<file path="config.mk">
export PLATFORM = sky130hd
export DESIGN_NAME = bchfix_corrector
export DESIGN_NICKNAME = d
export VERILOG_FILES = /design/src/rtl/bchfix_pkg.sv /design/src/rtl/bchfix_loc_unpack.sv /design/src/rtl/bchfix_zero_tally.sv /design/src/rtl/bchfix_corrector.sv
export SDC_FILE = /design/constraint.sdc
export NUM_CORES = 1
export LEC_CHECK = 0
export BUFFER_PORTS_ARGS = -buffer_cell sky130_fd_sc_hd__buf_2
export CAP_MARGIN = 20
export CORE_ASPECT_RATIO = 0.9
export CORE_MARGIN = 2
export CORE_UTILIZATION = 50
export DETAILED_ROUTE_END_ITERATION = 12
export GPL_TIMING_DRIVEN = 0
export PLACE_DENSITY = 0.88
export SLEW_MARGIN = 20
export SYNTH_ARGS = -nofsm -noshare
export SYNTH_HDL_FRONTEND = slang
export SYNTH_SLANG_ARGS = --single-unit
</file>
<file path="constraint.sdc">
create_clock -name clk -period 4.22 [get_ports clk]
set_input_delay 0.211 -clock clk [delete_from_list [all_inputs] [get_ports clk]]
set_output_delay 0.211 -clock clk [all_outputs]
set_load 0.02 [all_outputs]
</file>
<file path="src/rtl/bchfix_pkg.sv">
package bchfix_pkg;
  // Fixed decode-result layout: eight 13-bit locations packed back to back.
  localparam int LOC_W   = 13;
  localparam int LOC_NUM = 8;
  localparam int VEC_W   = LOC_W * LOC_NUM;
  localparam int TOP_W   = VEC_W - 96;
  localparam int TOP_LSB = 16;
  localparam int CNT_LSB = 10;
  localparam int CNT_W   = 4;
  localparam logic [LOC_W-1:0] LOC_ADJ = LOC_W'(3);

  typedef enum logic [2:0] {
    ST_IDLE,
    ST_PROBE,
    ST_FLIP,
    ST_SCAN,
    ST_WIPE
  } state_e;
endpackage

</file>
<file path="src/rtl/bchfix_loc_unpack.sv">
module bchfix_loc_unpack
  import bchfix_pkg::*;
(
  input  logic [31:0]                     word0_i,
  input  logic [31:0]                     word1_i,
  input  logic [31:0]                     word2_i,
  input  logic [TOP_W-1:0]                top_i,
  output logic [LOC_NUM-1:0][LOC_W-1:0]   loc_o
);
  logic [VEC_W-1:0] vec;
  assign vec = {top_i, word2_i, word1_i, word0_i};

  // Slice each location and apply the fixed index adjustment.
  for (genvar k = 0; k < LOC_NUM; k++) begin : g_slice
    assign loc_o[k] = vec[k*LOC_W +: LOC_W] ^ LOC_ADJ;
  end
endmodule

</file>
<file path="src/rtl/bchfix_zero_tally.sv">
module bchfix_zero_tally #(
  parameter int W = 8,
  localparam int CW = $clog2(W + 1)
) (
  input  logic [W-1:0]  byte_i,
  output logic [CW-1:0] zeros_o
);
  assign zeros_o = CW'($countones(~byte_i));
endmodule

</file>
<file path="src/rtl/bchfix_corrector.sv">
module bchfix_corrector
  import bchfix_pkg::*;
#(
  parameter int SECTOR_BYTES = 512,
  parameter int ECC_BYTES    = 13,
  parameter int MAX_FIX      = 8,
  localparam int TOTAL_BYTES = SECTOR_BYTES + ECC_BYTES,
  localparam int ADDR_W      = $clog2(TOTAL_BYTES + 1),
  localparam int SECTOR_BITS = SECTOR_BYTES * 8,
  localparam int TALLY_W     = $clog2(2 * MAX_FIX + 1),
  localparam int KW          = $clog2(LOC_NUM)
) (
  input  logic              clk,
  input  logic              rst,
  input  logic              start_i,
  input  logic [31:0]       word0_i,
  input  logic [31:0]       word1_i,
  input  logic [31:0]       word2_i,
  input  logic [31:0]       status_i,
  output logic              mem_en_o,
  output logic              mem_we_o,
  output logic [ADDR_W-1:0] mem_addr_o,
  output logic [7:0]        mem_wdata_o,
  input  logic [7:0]        mem_rdata_i,
  output logic              done_o,
  output logic [3:0]        fixed_cnt_o,
  output logic              uncorr_o
);
  logic unused_status;
  assign unused_status = ^{status_i[31:24], status_i[15:14], status_i[9:0]};

  logic [LOC_NUM-1:0][LOC_W-1:0] loc_w, loc_q;
  logic [CNT_W-1:0] cnt_w, cnt_q;
  state_e           state_q;
  logic [KW-1:0]    k_q;
  logic [3:0]       fixed_q;
  logic [ADDR_W-1:0] ptr_q;
  logic             rvld_q, rdat_q;
  logic [TALLY_W-1:0] total_q, dzero_q, tot_next;
  logic [3:0]       zeros;
  logic             done_q, unc_q;
  logic [3:0]       res_q;

  assign cnt_w = status_i[CNT_LSB +: CNT_W];

  bchfix_loc_unpack u_unpack (
    .word0_i (word0_i),
    .word1_i (word1_i),
    .word2_i (word2_i),
    .top_i   (status_i[TOP_LSB +: TOP_W]),
    .loc_o   (loc_w)
  );

  bchfix_zero_tally #(.W(8)) u_tally (
    .byte_i  (mem_rdata_i),
    .zeros_o (zeros)
  );

  logic [LOC_W-1:0]  cur_loc;
  logic              loc_ok, last_k, scan_issue;
  logic [ADDR_W-1:0] byte_addr;
  logic [7:0]        bit_mask;

  assign cur_loc    = loc_q[k_q];
  assign loc_ok     = 32'(cur_loc) < SECTOR_BITS;
  assign last_k     = (4'(k_q) + 4'd1) == cnt_q;
  assign byte_addr  = ADDR_W'(cur_loc >> 3);
  assign bit_mask   = 8'd1 << cur_loc[2:0];
  assign scan_issue = (state_q == ST_SCAN) && (ptr_q < ADDR_W'(TOTAL_BYTES));
  assign tot_next   = total_q + TALLY_W'(zeros);

  always_comb begin
    mem_en_o    = 1'b0;
    mem_we_o    = 1'b0;
    mem_addr_o  = '0;
    mem_wdata_o = '0;
    case (state_q)
      ST_PROBE: begin
        mem_en_o   = loc_ok;
        mem_addr_o = byte_addr;
      end
      ST_FLIP: begin
        mem_en_o    = 1'b1;
        mem_we_o    = 1'b1;
        mem_addr_o  = byte_addr;
        mem_wdata_o = mem_rdata_i ^ bit_mask;
      end
      ST_SCAN: begin
        mem_en_o   = scan_issue;
        mem_addr_o = ptr_q;
      end
      ST_WIPE: begin
        mem_en_o    = 1'b1;
        mem_we_o    = 1'b1;
        mem_addr_o  = ptr_q;
        mem_wdata_o = 8'hFF;
      end
      default: ;
    endcase
  end

  always_ff @(posedge clk) begin
    if (rst) begin
      state_q <= ST_IDLE;
      loc_q   <= '0;
      cnt_q   <= '0;
      k_q     <= '0;
      fixed_q <= '0;
      ptr_q   <= '0;
      rvld_q  <= 1'b0;
      rdat_q  <= 1'b0;
      total_q <= '0;
      dzero_q <= '0;
      done_q  <= 1'b0;
      unc_q   <= 1'b0;
      res_q   <= '0;
    end else begin
      done_q <= 1'b0;
      case (state_q)
        ST_IDLE: if (start_i) begin
          loc_q   <= loc_w;
          cnt_q   <= cnt_w;
          k_q     <= '0;
          fixed_q <= '0;
          ptr_q   <= '0;
          rvld_q  <= 1'b0;
          total_q <= '0;
          dzero_q <= '0;
          if (cnt_w == '0) begin
            done_q <= 1'b1;
            res_q  <= '0;
            unc_q  <= 1'b0;
          end else if (32'(cnt_w) > MAX_FIX) begin
            state_q <= ST_SCAN;
          end else begin
            state_q <= ST_PROBE;
          end
        end
        ST_PROBE: begin
          if (loc_ok) begin
            state_q <= ST_FLIP;
          end else if (last_k) begin
            state_q <= ST_IDLE;
            done_q  <= 1'b1;
            res_q   <= fixed_q;
            unc_q   <= 1'b0;
          end else begin
            k_q <= k_q + 1'b1;
          end
        end
        ST_FLIP: begin
          fixed_q <= fixed_q + 4'd1;
          if (last_k) begin
            state_q <= ST_IDLE;
            done_q  <= 1'b1;
            res_q   <= fixed_q + 4'd1;
            unc_q   <= 1'b0;
          end else begin
            k_q     <= k_q + 1'b1;
            state_q <= ST_PROBE;
          end
        end
        ST_SCAN: begin
          ptr_q  <= ptr_q + ADDR_W'(scan_issue);
          rvld_q <= scan_issue;
          rdat_q <= ptr_q < ADDR_W'(SECTOR_BYTES);
          if (rvld_q && (tot_next > TALLY_W'(MAX_FIX))) begin
            state_q <= ST_IDLE;
            done_q  <= 1'b1;
            res_q   <= '0;
            unc_q   <= 1'b1;
          end else begin
            if (rvld_q) begin
              total_q <= tot_next;
              if (rdat_q) dzero_q <= dzero_q + TALLY_W'(zeros);
            end
            if (!scan_issue && !rvld_q) begin
              if (dzero_q == '0) begin
                state_q <= ST_IDLE;
                done_q  <= 1'b1;
                res_q   <= '0;
                unc_q   <= 1'b0;
              end else begin
                state_q <= ST_WIPE;
                ptr_q   <= '0;
              end
            end
          end
        end
        ST_WIPE: begin
          ptr_q <= ptr_q + 1'b1;
          if (ptr_q == ADDR_W'(SECTOR_BYTES - 1)) begin
            state_q <= ST_IDLE;
            done_q  <= 1'b1;
            res_q   <= 4'(dzero_q);
            unc_q   <= 1'b0;
          end
        end
        default: state_q <= ST_IDLE;
      endcase
    end
  end

  assign done_o      = done_q;
  assign fixed_cnt_o = res_q;
  assign uncorr_o    = unc_q;

  AST_WRITE_IN_DATA: assert property (@(posedge clk) disable iff (rst)
    (mem_en_o && mem_we_o) |-> (mem_addr_o < ADDR_W'(SECTOR_BYTES)));
  AST_ZERO_CNT_DONE: assert property (@(posedge clk) disable iff (rst)
    (state_q == ST_IDLE && start_i && cnt_w == '0) |=> (done_o && fixed_cnt_o == '0 && !uncorr_o));
  AST_UNCORR_ZERO: assert property (@(posedge clk) disable iff (rst)
    (done_o && uncorr_o) |-> (fixed_cnt_o == '0));
  AST_FIX_MAX: assert property (@(posedge clk) disable iff (rst)
    done_o |-> (32'(fixed_cnt_o) <= MAX_FIX));
  AST_DONE_IDLE: assert property (@(posedge clk) disable iff (rst)
    done_o |-> (state_q == ST_IDLE));
endmodule

</file>
==> results.json, run 1 <==
{
  "status": "finished, final reports clean",
  "skew_ns": 0.00938,
  "synth-main-ff-cell": "dfxtp_1",
  "grt_pass1_wl_mm": 35.8,
  "initial_utilization": 0.506,
  "power_frac_seq": 0.340,
  "ys_warn_count": 0,
  "path_max_fanout": 10,
  "crit_required_ns": 4.57,
  "place_congestion": 0.934,
  "num_vias": 7722,
  "drt_wl_total_mm": 23.2,
  "avgSynthCellArea_um2": 8.26,
  "tightest_slew_ns": 0.952,
  "fp.dieArea_um2": 16500,
  "avgRoutedWirePerCell_um": 17.4,
  "start_kind": "primary input",
  "synth_top_family_by_area": "simple AND/OR/NAND/NOR gates",
  "cts.sinks": 146,
  "cp_top_family": "adder cells",
  "r2r_setup_slack_ns": 1.51,
  "yosysSeqAreaShare": 0.378,
  "register_area_um2": 2920,
  "via_per_inst": 5.81,
  "p_int_mw": 3.23,
  "dr.pass1.iters": 5,
  "grt_usage": 0.282,
  "slew_headroom": 0.361,
  "ant_nets": 0,
  "p_per_area_nw_per_um2": 542,
  "dp_hpwl_mm": 17.0,
  "setup_tns_ns": 0,
  "clock.fmax_mhz": 249,
  "crit-reg2reg-capture": "total_q[3]",
  "portBuffers": 143,
  "async_flop_share": 0,
  "fin_cells": 1329,
  "hp-class": "in2reg",
  "nets": 1279,
  "grt_max_degree": 17,
  "fin_ws_ns": 0.204,
  "min_to": "loc_q[73]",
  "critical_path_arrival_ns": 4.37,
  "layout_common_cells": "218 x nand2_1, 160 x buf_2, 146 x dfxtp_1, 122 x a21oi_1, 50 x clkbuf_1",
  "die_h_um": 122,
  "crit_buf_inv": 5,
  "n_antenna_cell": 0,
  "synthCells": 936,
  "final_common_cell": "nand2_1",
  "min_from": "word2_i[9]",
  "synth_seq_cells": 146,
  "fill_cells": 1284,
  "ir_drop_mv": 0.391,
  "clk_pin_slew_ns": 0.06,
  "finalSetupViolCount": 0,
  "drive_gt1_frac": 0.217,
  "synthXorXnorAreaFrac": 0.0267,
  "multi_input_area_um2": 4400,
  "die_w_um": 135,
  "clockBufferDepth": 2,
  "hold_violations": 0,
  "yosys.area_share.simple": 0.207,
  "clock_power_share": 0.310,
  "pin_count": 165,
  "power.leakage_nw": 3.90,
  "r2r_start": "total_q[0]",
  "rsz0062_at_grt": "false",
  "clkLatencyLatePin_ns": 0.44,
  "yosys-mux-area-fraction": 0.0981,
  "worstSetupPathType": "in2reg",
  "synth_edf_count": 0,
  "post-route-min-period_ns": 4.02,
  "drv_slew": 0,
  "htree_levels": 4,
  "rows": 43,
  "combPwrFrac": 0.350,
  "grt_overflow_total": 0,
  "drt_iter0_markers": 744,
  "drcViolationCount": 0,
  "core_um2": 15300,
  "maxCapViolations": 0,
  "synthAdderAreaFrac": 0.0479,
  "cp_slowest_cell": "fa_1",
  "p_sw_mw": 1.93,
  "antenna_found_initial": 0,
  "cts_tree": "yes",
  "cts_made_buffers": 17,
  "synth_fp_nets": 1101,
  "r2r_cells": 10,
  "syn_area_um2": 7730,
  "cp_cell_sequence": "buf_2 -> inv_1 -> ha_1 -> fa_1 -> inv_1 -> fa_1 -> inv_1 -> ha_1 -> fa_1 -> ha_4 -> nand2b_1 -> a21o_1 -> xnor2_1 -> o211a_1 -> buf_6 -> or4_1 -> a21oi_1",
  "dp_slack_ns": -0.212,
  "dp.cells": 1281,
  "area_growth_pct": 22.9,
  "grt_pass1_vias": 7112,
  "slowest_delay_ns": 0.54,
  "cp-end-kind": "flop",
  "yosysUniqueCellTypes": 75,
  "synth_compound_area_frac": 0.187,
  "p_sw_frac": 0.374,
  "fin_crit_sh": 0.952,
  "min_path_cells": 3,
  "final_core_util": 0.622,
  "root_buffer": "clkbuf_16"
}
[power by group through the flow]
| stage | combinational (mW) | clock, mW | sequential [mW] |
|---|---|---|---|
| after global placement | 1.69 | 0 | 1.76 |
| after CTS | 1.76 | 1.60 | 1.74 |
| final | 1.80 | 1.60 | 1.75 |
| after detailed placement | 1.74 | 0 | 1.77 |
| after floorplan | 1.24 | 0 | 1.73 |
| after global routing | 1.97 | 1.66 | 1.77 |
[cells by family after synthesis]
kind of cell	count (synthesis)
DFF	146
buffers and inverters	105
AOI/OAI and AO/OA	237
adders and majority gates	26
and+or+nand+nor	356
muxes	44
xor gates and xnor gates	22
[final cells by class]
type,count,share of cell area
tap,202,0.0266
clock buffer,17,0.0447
inverter,31,0.0122
buffer,74,0.0333
clock inverter,15,0.0204
timing repair buffer,159,0.0921
multi-input combinational,685,0.463
sequential,146,0.307
[timing repair]
item,in CTS,in global routing
resized for setup,0,4
endpoints found under the hold margin,16,0
setup endpoints to repair,0,3
hold buffers,16,0
buffers inserted,0,0
[state kept, by name, indices dropped and copies added, names as in the netlist]
register	cells
loc_q	104
ptr_q	10
dzero_q	5
total_q	5
cnt_q	4
fixed_cnt_o	4
fixed_q	4
k_q	3
state_q	3
done_o	1
rdat_q	1
rvld_q	1
uncorr_o	1
[synthesized netlist by cell type (3+ instances only)]
master	n	area (um2)
mux2_2	4	45.0
nand2b_1	6	37.5
a22oi_1	3	22.5
mux2i_1	15	150
a21o_1	9	67.6
or3_1	3	18.8
mux4_2	24	541
dfxtp_1	146	2920
nor2_1	48	180
a211oi_1	20	150
o211ai_1	4	30.0
nand4_1	7	43.8
nand3_1	12	60.1
o211a_1	3	30.0
buf_2	17	85.1
fa_1	6	120
clkbuf_1	51	191
a21oi_1	122	611
and3b_1	3	26.3
or4_1	7	52.6
and3_1	5	31.3
xnor2_1	18	158
inv_1	31	116
ha_1	20	250
a31oi_1	6	37.5
o311a_2	3	33.8
xor2_1	3	26.3
nor2b_1	7	43.8
nand3b_1	4	30.0
nor3b_1	5	37.5
o21ai_0	41	205
nand2_1	218	818
nor3_1	12	60.1
[worst reg2reg max path: stages, from the launching register on]
cell and delay, ns:
dfxtp_1 0.34, ha_1 0.17, inv_1 0.05, fa_1 0.41
nand2b_1 0.21, a21o_1 0.20, xnor2_1 0.15, o211a_1 0.28
buf_6 0.17, or4_1 0.50, a21oi_1 0.16
[worst max-delay path by stage]
| stage | depth (start not counted) | from | to |
|---|---|---|---|
| after floorplan | 16 | mem_rdata_i[0] | total_q[3] |
| final | 17 | mem_rdata_i[0] | total_q[3] |
| after CTS | 17 | mem_rdata_i[0] | total_q[3] |
| after detailed placement | 16 | mem_rdata_i[0] | state_q[2] |
| after global placement | 17 | mem_rdata_i[0] | total_q[3] |
| after global routing | 17 | mem_rdata_i[0] | total_q[3] |
[per-layer routing]
metal  vias up  GRT usage  wire length [um]
met5         -          0                 0
met4         0      0.114               669
met3        58     0.0595              2220
met2       430      0.455             10700
met1      3610      0.371              9580
li1       3624          -                 -
[per-stage QoR]
stage | total power [mW] | cell area (um2) | hold slack (ns)
2_1_floorplan | 2.97 | 7730 | 0.307
3_3_place_gp | 3.44 | 8700 | 0.392
3_5_place_dp | 3.51 | 8700 | 0.395
4_1_cts | 5.11 | 9480 | 0.00599
5_1_grt | 5.40 | 9510 | 0.0165
6_report | 5.16 | 9510 | 0.0104
(Power assumes the default switching activity.)
==> run 2: changes to the inputs <==
--- a/config.mk
+++ b/config.mk
@@ -9,10 +9,10 @@
 export CAP_MARGIN = 20
 export CORE_ASPECT_RATIO = 0.9
 export CORE_MARGIN = 2
-export CORE_UTILIZATION = 50
+export CORE_UTILIZATION = 48
 export DETAILED_ROUTE_END_ITERATION = 12
 export GPL_TIMING_DRIVEN = 0
-export PLACE_DENSITY = 0.88
+export PLACE_DENSITY = 0.85
 export SLEW_MARGIN = 20
 export SYNTH_ARGS = -nofsm -noshare
 export SYNTH_HDL_FRONTEND = slang
==> results.json, run 2 (same netlist as run 1, synthesis figures left out) <==
{
  "dp_hpwl_mm": 17.1,
  "grt_pass1_wl_mm": 36.3,
  "nets": 1279,
  "clk_pin_slew_ns": 0.07,
  "r2r_setup_slack_ns": 1.44,
  "start_kind": "primary input",
  "core_um2": 16000,
  "portBuffers": 143,
  "grt_pass1_vias": 7155,
  "hp-class": "in2reg",
  "drcViolationCount": 0,
  "finalSetupViolCount": 0,
  "avgRoutedWirePerCell_um": 17.5,
  "htree_levels": 4,
  "cts.sinks": 146,
  "die_h_um": 124,
  "multi_input_area_um2": 4380,
  "antenna_found_initial": 0,
  "maxCapViolations": 0,
  "ir_drop_mv": 0.406,
  "crit-reg2reg-capture": "loc_q[59]",
  "setup_tns_ns": 0,
  "cp-end-kind": "flop",
  "worstSetupPathType": "in2reg",
  "rsz0062_at_grt": "false",
  "power.leakage_nw": 3.88,
  "register_area_um2": 2920,
  "pin_count": 165,
  "fin_area_um2": 9460,
  "top_regs": "loc_q x104, ptr_q x10",
  "postCtsSetupRepairBufs": 0,
  "largest_reg_flops": 104,
  "grt_max_degree": 17,
  "clockBufferDepth": 2,
  "num_vias": 7706,
  "path_max_fanout": 5,
  "status": "finished, final reports clean",
  "via_per_inst": 5.77,
  "fin_crit_sh": 0.964,
  "min_from": "status_i[19]",
  "grt_usage": 0.276,
  "drive_gt1_frac": 0.215,
  "place_area_um2": 8710,
  "p_per_area_nw_per_um2": 535,
  "place_congestion": 0.950,
  "drt_wl_total_mm": 23.4,
  "r2r_start": "state_q[1]",
  "min_path_cells": 3,
  "min_to": "loc_q[99]",
  "grt_overflow_total": 0,
  "clock.fmax_mhz": 246,
  "dr.pass1.iters": 8,
  "layout_common_cells": "218 x nand2_1, 160 x buf_2, 146 x dfxtp_1, 122 x a21oi_1, 51 x clkbuf_1",
  "final_common_cell": "nand2_1",
  "die_w_um": 138,
  "slew_headroom": 0.327,
  "fill_cells": 1409,
  "cp-startpoint": "mem_rdata_i[0]",
  "drv_slew": 0,
  "cts_tree": "yes",
  "cts_made_buffers": 17,
  "root_buffer": "clkbuf_16",
  "initial_utilization": 0.484,
  "area_growth_pct": 22.4,
  "drt_iter0_markers": 862,
  "critical_path_arrival_ns": 4.39,
  "fp.dieArea_um2": 17100,
  "hold_violations": 0,
  "post-route-min-period_ns": 4.07,
  "crit_required_ns": 4.54,
  "tightest_slew_ns": 1.00,
  "rows": 44,
  "ant_nets": 0,
  "clkLatencyLatePin_ns": 0.44,
  "r2r_cells": 7,
  "hold_slack_ns": 0.00565,
  "skew_ns": 0.00967,
  "largest_register": "loc_q"
}
run 2: cell types whose count changed in the layout (fill, tap and decap cells not counted), sizes merged:
cell and change:
diode +1, inv +3, clkinv -1, bufinv -2
run 2: worst max path at each step:
stage / to / slack, ns / cells past startpoint
2_1_floorplan: total_q[3] / 0.18 / 16
3_3_place_gp: state_q[2] / -0.20 / 16
5_1_grt: state_q[2] / 0.04 / 16
4_1_cts: state_q[2] / 0.14 / 16
3_5_place_dp: state_q[2] / -0.29 / 16
6_report: state_q[2] / 0.15 / 16
run 2: what timing repair did:
action	4_1_cts	5_1_grt
endpoints found under the setup margin	0	1
endpoints found under the hold margin	16	0
hold buffers	16	0
gates resized for setup	0	1
run 2: area by class of cell:
| cell class | instances | share of cell area |
|---|---|---|
| plain buffers | 74 | 0.0333 |
| well taps | 207 | 0.0274 |
| multi-input cells | 685 | 0.463 |
| inverters | 31 | 0.0123 |
| flip-flops and latches | 146 | 0.309 |
| diodes | 1 | 0.000264 |
| clock buffers | 17 | 0.0450 |
| clock inverters | 15 | 0.0172 |
| repair buffers | 159 | 0.0926 |
run 2: metrics by stage:
step                worst slack (ns)  power [mW]  instances   util
floorplan                      0.180        2.97        936      -
global placement              -0.199        3.46       1286  0.545
detailed placement            -0.293        3.51       1286  0.545
CTS                            0.143        5.02       1334  0.592
global route                  0.0351        5.30       1334  0.592
finish                         0.150        5.06       1335  0.593
run 2: metal layers:
layer  vias up  part of all wire  track usage
met5         -                 0            0
met1      3610              0.42        0.375
met4         0             0.030        0.107
met3        59             0.092       0.0619
met2       396              0.46        0.426
li1       3641                 -            -
run 2: where the power goes:
part	switching [mW]	internal [mW]
Clock	0.673	0.840
Sequential	0.135	1.61
Combinational	1.14	0.666
run 2: worst max-delay path: stages:
cell and delay (ns):
buf_2 0.10, inv_1 0.04, ha_1 0.20, fa_1 0.55, inv_1 0.06, fa_1 0.53
inv_1 0.04, ha_1 0.20, fa_1 0.50, ha_1 0.39, nand2b_1 0.12, a21o_1 0.20
a211oi_1 0.36, nand2_1 0.25, o21ai_2 0.27, mux2_2 0.36
==> run 3: changes to the inputs <==
--- a/config.mk
+++ b/config.mk
@@ -10,9 +10,11 @@
 export CORE_ASPECT_RATIO = 0.9
 export CORE_MARGIN = 2
 export CORE_UTILIZATION = 48
+export CTS_CLUSTER_SIZE = 24
 export DETAILED_ROUTE_END_ITERATION = 12
 export GPL_TIMING_DRIVEN = 0
 export PLACE_DENSITY = 0.85
+export REMOVE_ABC_BUFFERS = 1
 export SLEW_MARGIN = 20
 export SYNTH_ARGS = -nofsm -noshare
 export SYNTH_HDL_FRONTEND = slang
==> results.json, run 3 (same netlist as run 1, synthesis figures left out) <==
{
  "status": "finished, final reports clean",
  "top_regs": "loc_q x104, ptr_q x10",
  "min_to": "loc_q[21]",
  "power_mw": 4.96,
  "ir_drop_mv": 0.432,
  "grt_pass1_vias": 7167,
  "path_max_fanout": 22,
  "cts.sinks": 146,
  "drcViolationCount": 0,
  "htree_levels": 4,
  "nets": 1224,
  "area_growth_pct": 21.8,
  "rsz0062_at_grt": "false",
  "start_kind": "primary input",
  "antenna_found_initial": 0,
  "tightest_slew_ns": 0.911,
  "slew_headroom": 0.388,
  "n_antenna_cell": 0,
  "setup_tns_ns": 0,
  "finalSetupViolCount": 0,
  "core_um2": 16000,
  "layout_common_cells": "218 x nand2_1, 143 x dfxtp_1, 143 x buf_2, 122 x a21oi_1, 48 x nor2_1",
  "r2r_start": "state_q[0]",
  "fill_cells": 1383,
  "drt_wl_total_mm": 19.8,
  "dp_slack_ns": -0.323,
  "pin_count": 165,
  "clockBufferDepth": 2,
  "fin_area_um2": 9420,
  "drt_iter0_markers": 489,
  "avgRoutedWirePerCell_um": 15.4,
  "cts_made_buffers": 17,
  "fin_cells": 1279,
  "r2r_cells": 7,
  "grt_usage": 0.241,
  "place_congestion": 0.886,
  "drive_gt1_frac": 0.224,
  "fin_crit_sh": 0.943,
  "cts_tree": "yes",
  "fp.dieArea_um2": 17100,
  "root_buffer": "clkbuf_16",
  "die_h_um": 124,
  "ant_nets": 0,
  "crit_required_ns": 4.58,
  "min_path_cells": 3,
  "grt_max_degree": 85,
  "portBuffers": 144,
  "p_per_area_nw_per_um2": 527,
  "cp-end-kind": "flop",
  "clk_pin_slew_ns": 0.07,
  "maxCapViolations": 0,
  "grt_pass1_wl_mm": 33.1,
  "initial_utilization": 0.484,
  "rows": 44,
  "register_area_um2": 2930,
  "via_per_inst": 5.60,
  "dp.cells": 1228,
  "crit-reg2reg-capture": "ptr_q[9]",
  "min_from": "word0_i[21]",
  "die_w_um": 138,
  "worstSetupPathType": "in2reg",
  "num_vias": 7161,
  "dp_hpwl_mm": 13.7,
  "clkLatencyLatePin_ns": 0.43,
  "largest_register": "loc_q",
  "power.leakage_nw": 3.84,
  "critical_path_arrival_ns": 4.34,
  "fin_ws_ns": 0.241,
  "final_common_cell": "nand2_1",
  "largest_reg_flops": 104,
  "skew_ns": 0.0116,
  "drv_slew": 0,
  "clock.fmax_mhz": 251,
  "hp-class": "in2reg",
  "multi_input_area_um2": 4400,
  "post-route-min-period_ns": 3.98,
  "dr.pass1.iters": 5,
  "hold_violations": 0,
  "place_area_um2": 8650,
  "grt_overflow_total": 0,
  "r2r_setup_slack_ns": 1.41
}
[run 3: report_power, final]
| part | switching [mW] | total (mW) | internal, mW |
|---|---|---|---|
| clock network | 0.647 | 1.48 | 0.828 |
| logic | 0.935 | 1.65 | 0.712 |
| registers | 0.224 | 1.84 | 1.61 |
[run 3: cell type report]
| type | instances | area share |
|---|---|---|
| clock buffers | 18 | 0.0456 |
| clock inverters | 14 | 0.0151 |
| inverters | 31 | 0.0124 |
| multi-input cells | 685 | 0.467 |
| flip-flops and latches | 146 | 0.311 |
| well taps | 207 | 0.0275 |
| repair buffers | 178 | 0.121 |
[run 3: worst max-delay path by stage]
stage	from	to	slack (ns)	depth (start not counted)
floorplan	state_q[0]	total_q[2]	-2.91	4
global placement	state_q[0]	ptr_q[3]	-6.31	4
detailed placement	mem_rdata_i[0]	dzero_q[4]	-0.32	16
CTS	mem_rdata_i[0]	dzero_q[4]	0.11	16
global route	mem_rdata_i[0]	dzero_q[4]	0.03	16
finish	mem_rdata_i[0]	dzero_q[4]	0.24	16
[run 3: worst max-delay path, stage by stage]
cell and delay (ns):
buf_2 0.10, inv_1 0.04, ha_1 0.21, fa_1 0.53
inv_1 0.05, fa_1 0.53, inv_1 0.04, ha_1 0.20
fa_1 0.44, ha_1 0.37, or2_1 0.26, o221ai_2 0.20
nor3_1 0.11, o211a_4 0.34, or4_1 0.53, a21boi_0 0.16
[run 3: repair_timing]
| item | 4_1_cts | 5_1_grt |
|---|---|---|
| buffers inserted | 0 | 0 |
| endpoints found under the setup margin | 0 | 5 |
| resized for setup | 0 | 2 |
| hold buffers | 19 | 0 |
| hold endpoints to repair | 19 | 0 |
[run 3: metrics by stage]
stage	utilization	hold WS [ns]
final	0.590	0.00999
after global routing	0.590	0.0169
after CTS	0.589	0.00114
after detailed placement	0.542	0.398
after global placement	0.526	0.391
after floorplan	-	0.280
[run 3: routing by layer]
layer | vias up | wire, um | GRT usage
li1 | 3518 | - | -
met1 | 3342 | 8420 | 0.305
met2 | 249 | 9410 | 0.395
met3 | 52 | 1310 | 0.0517
met4 | 0 | 612 | 0.102
met5 | - | 0 | 0
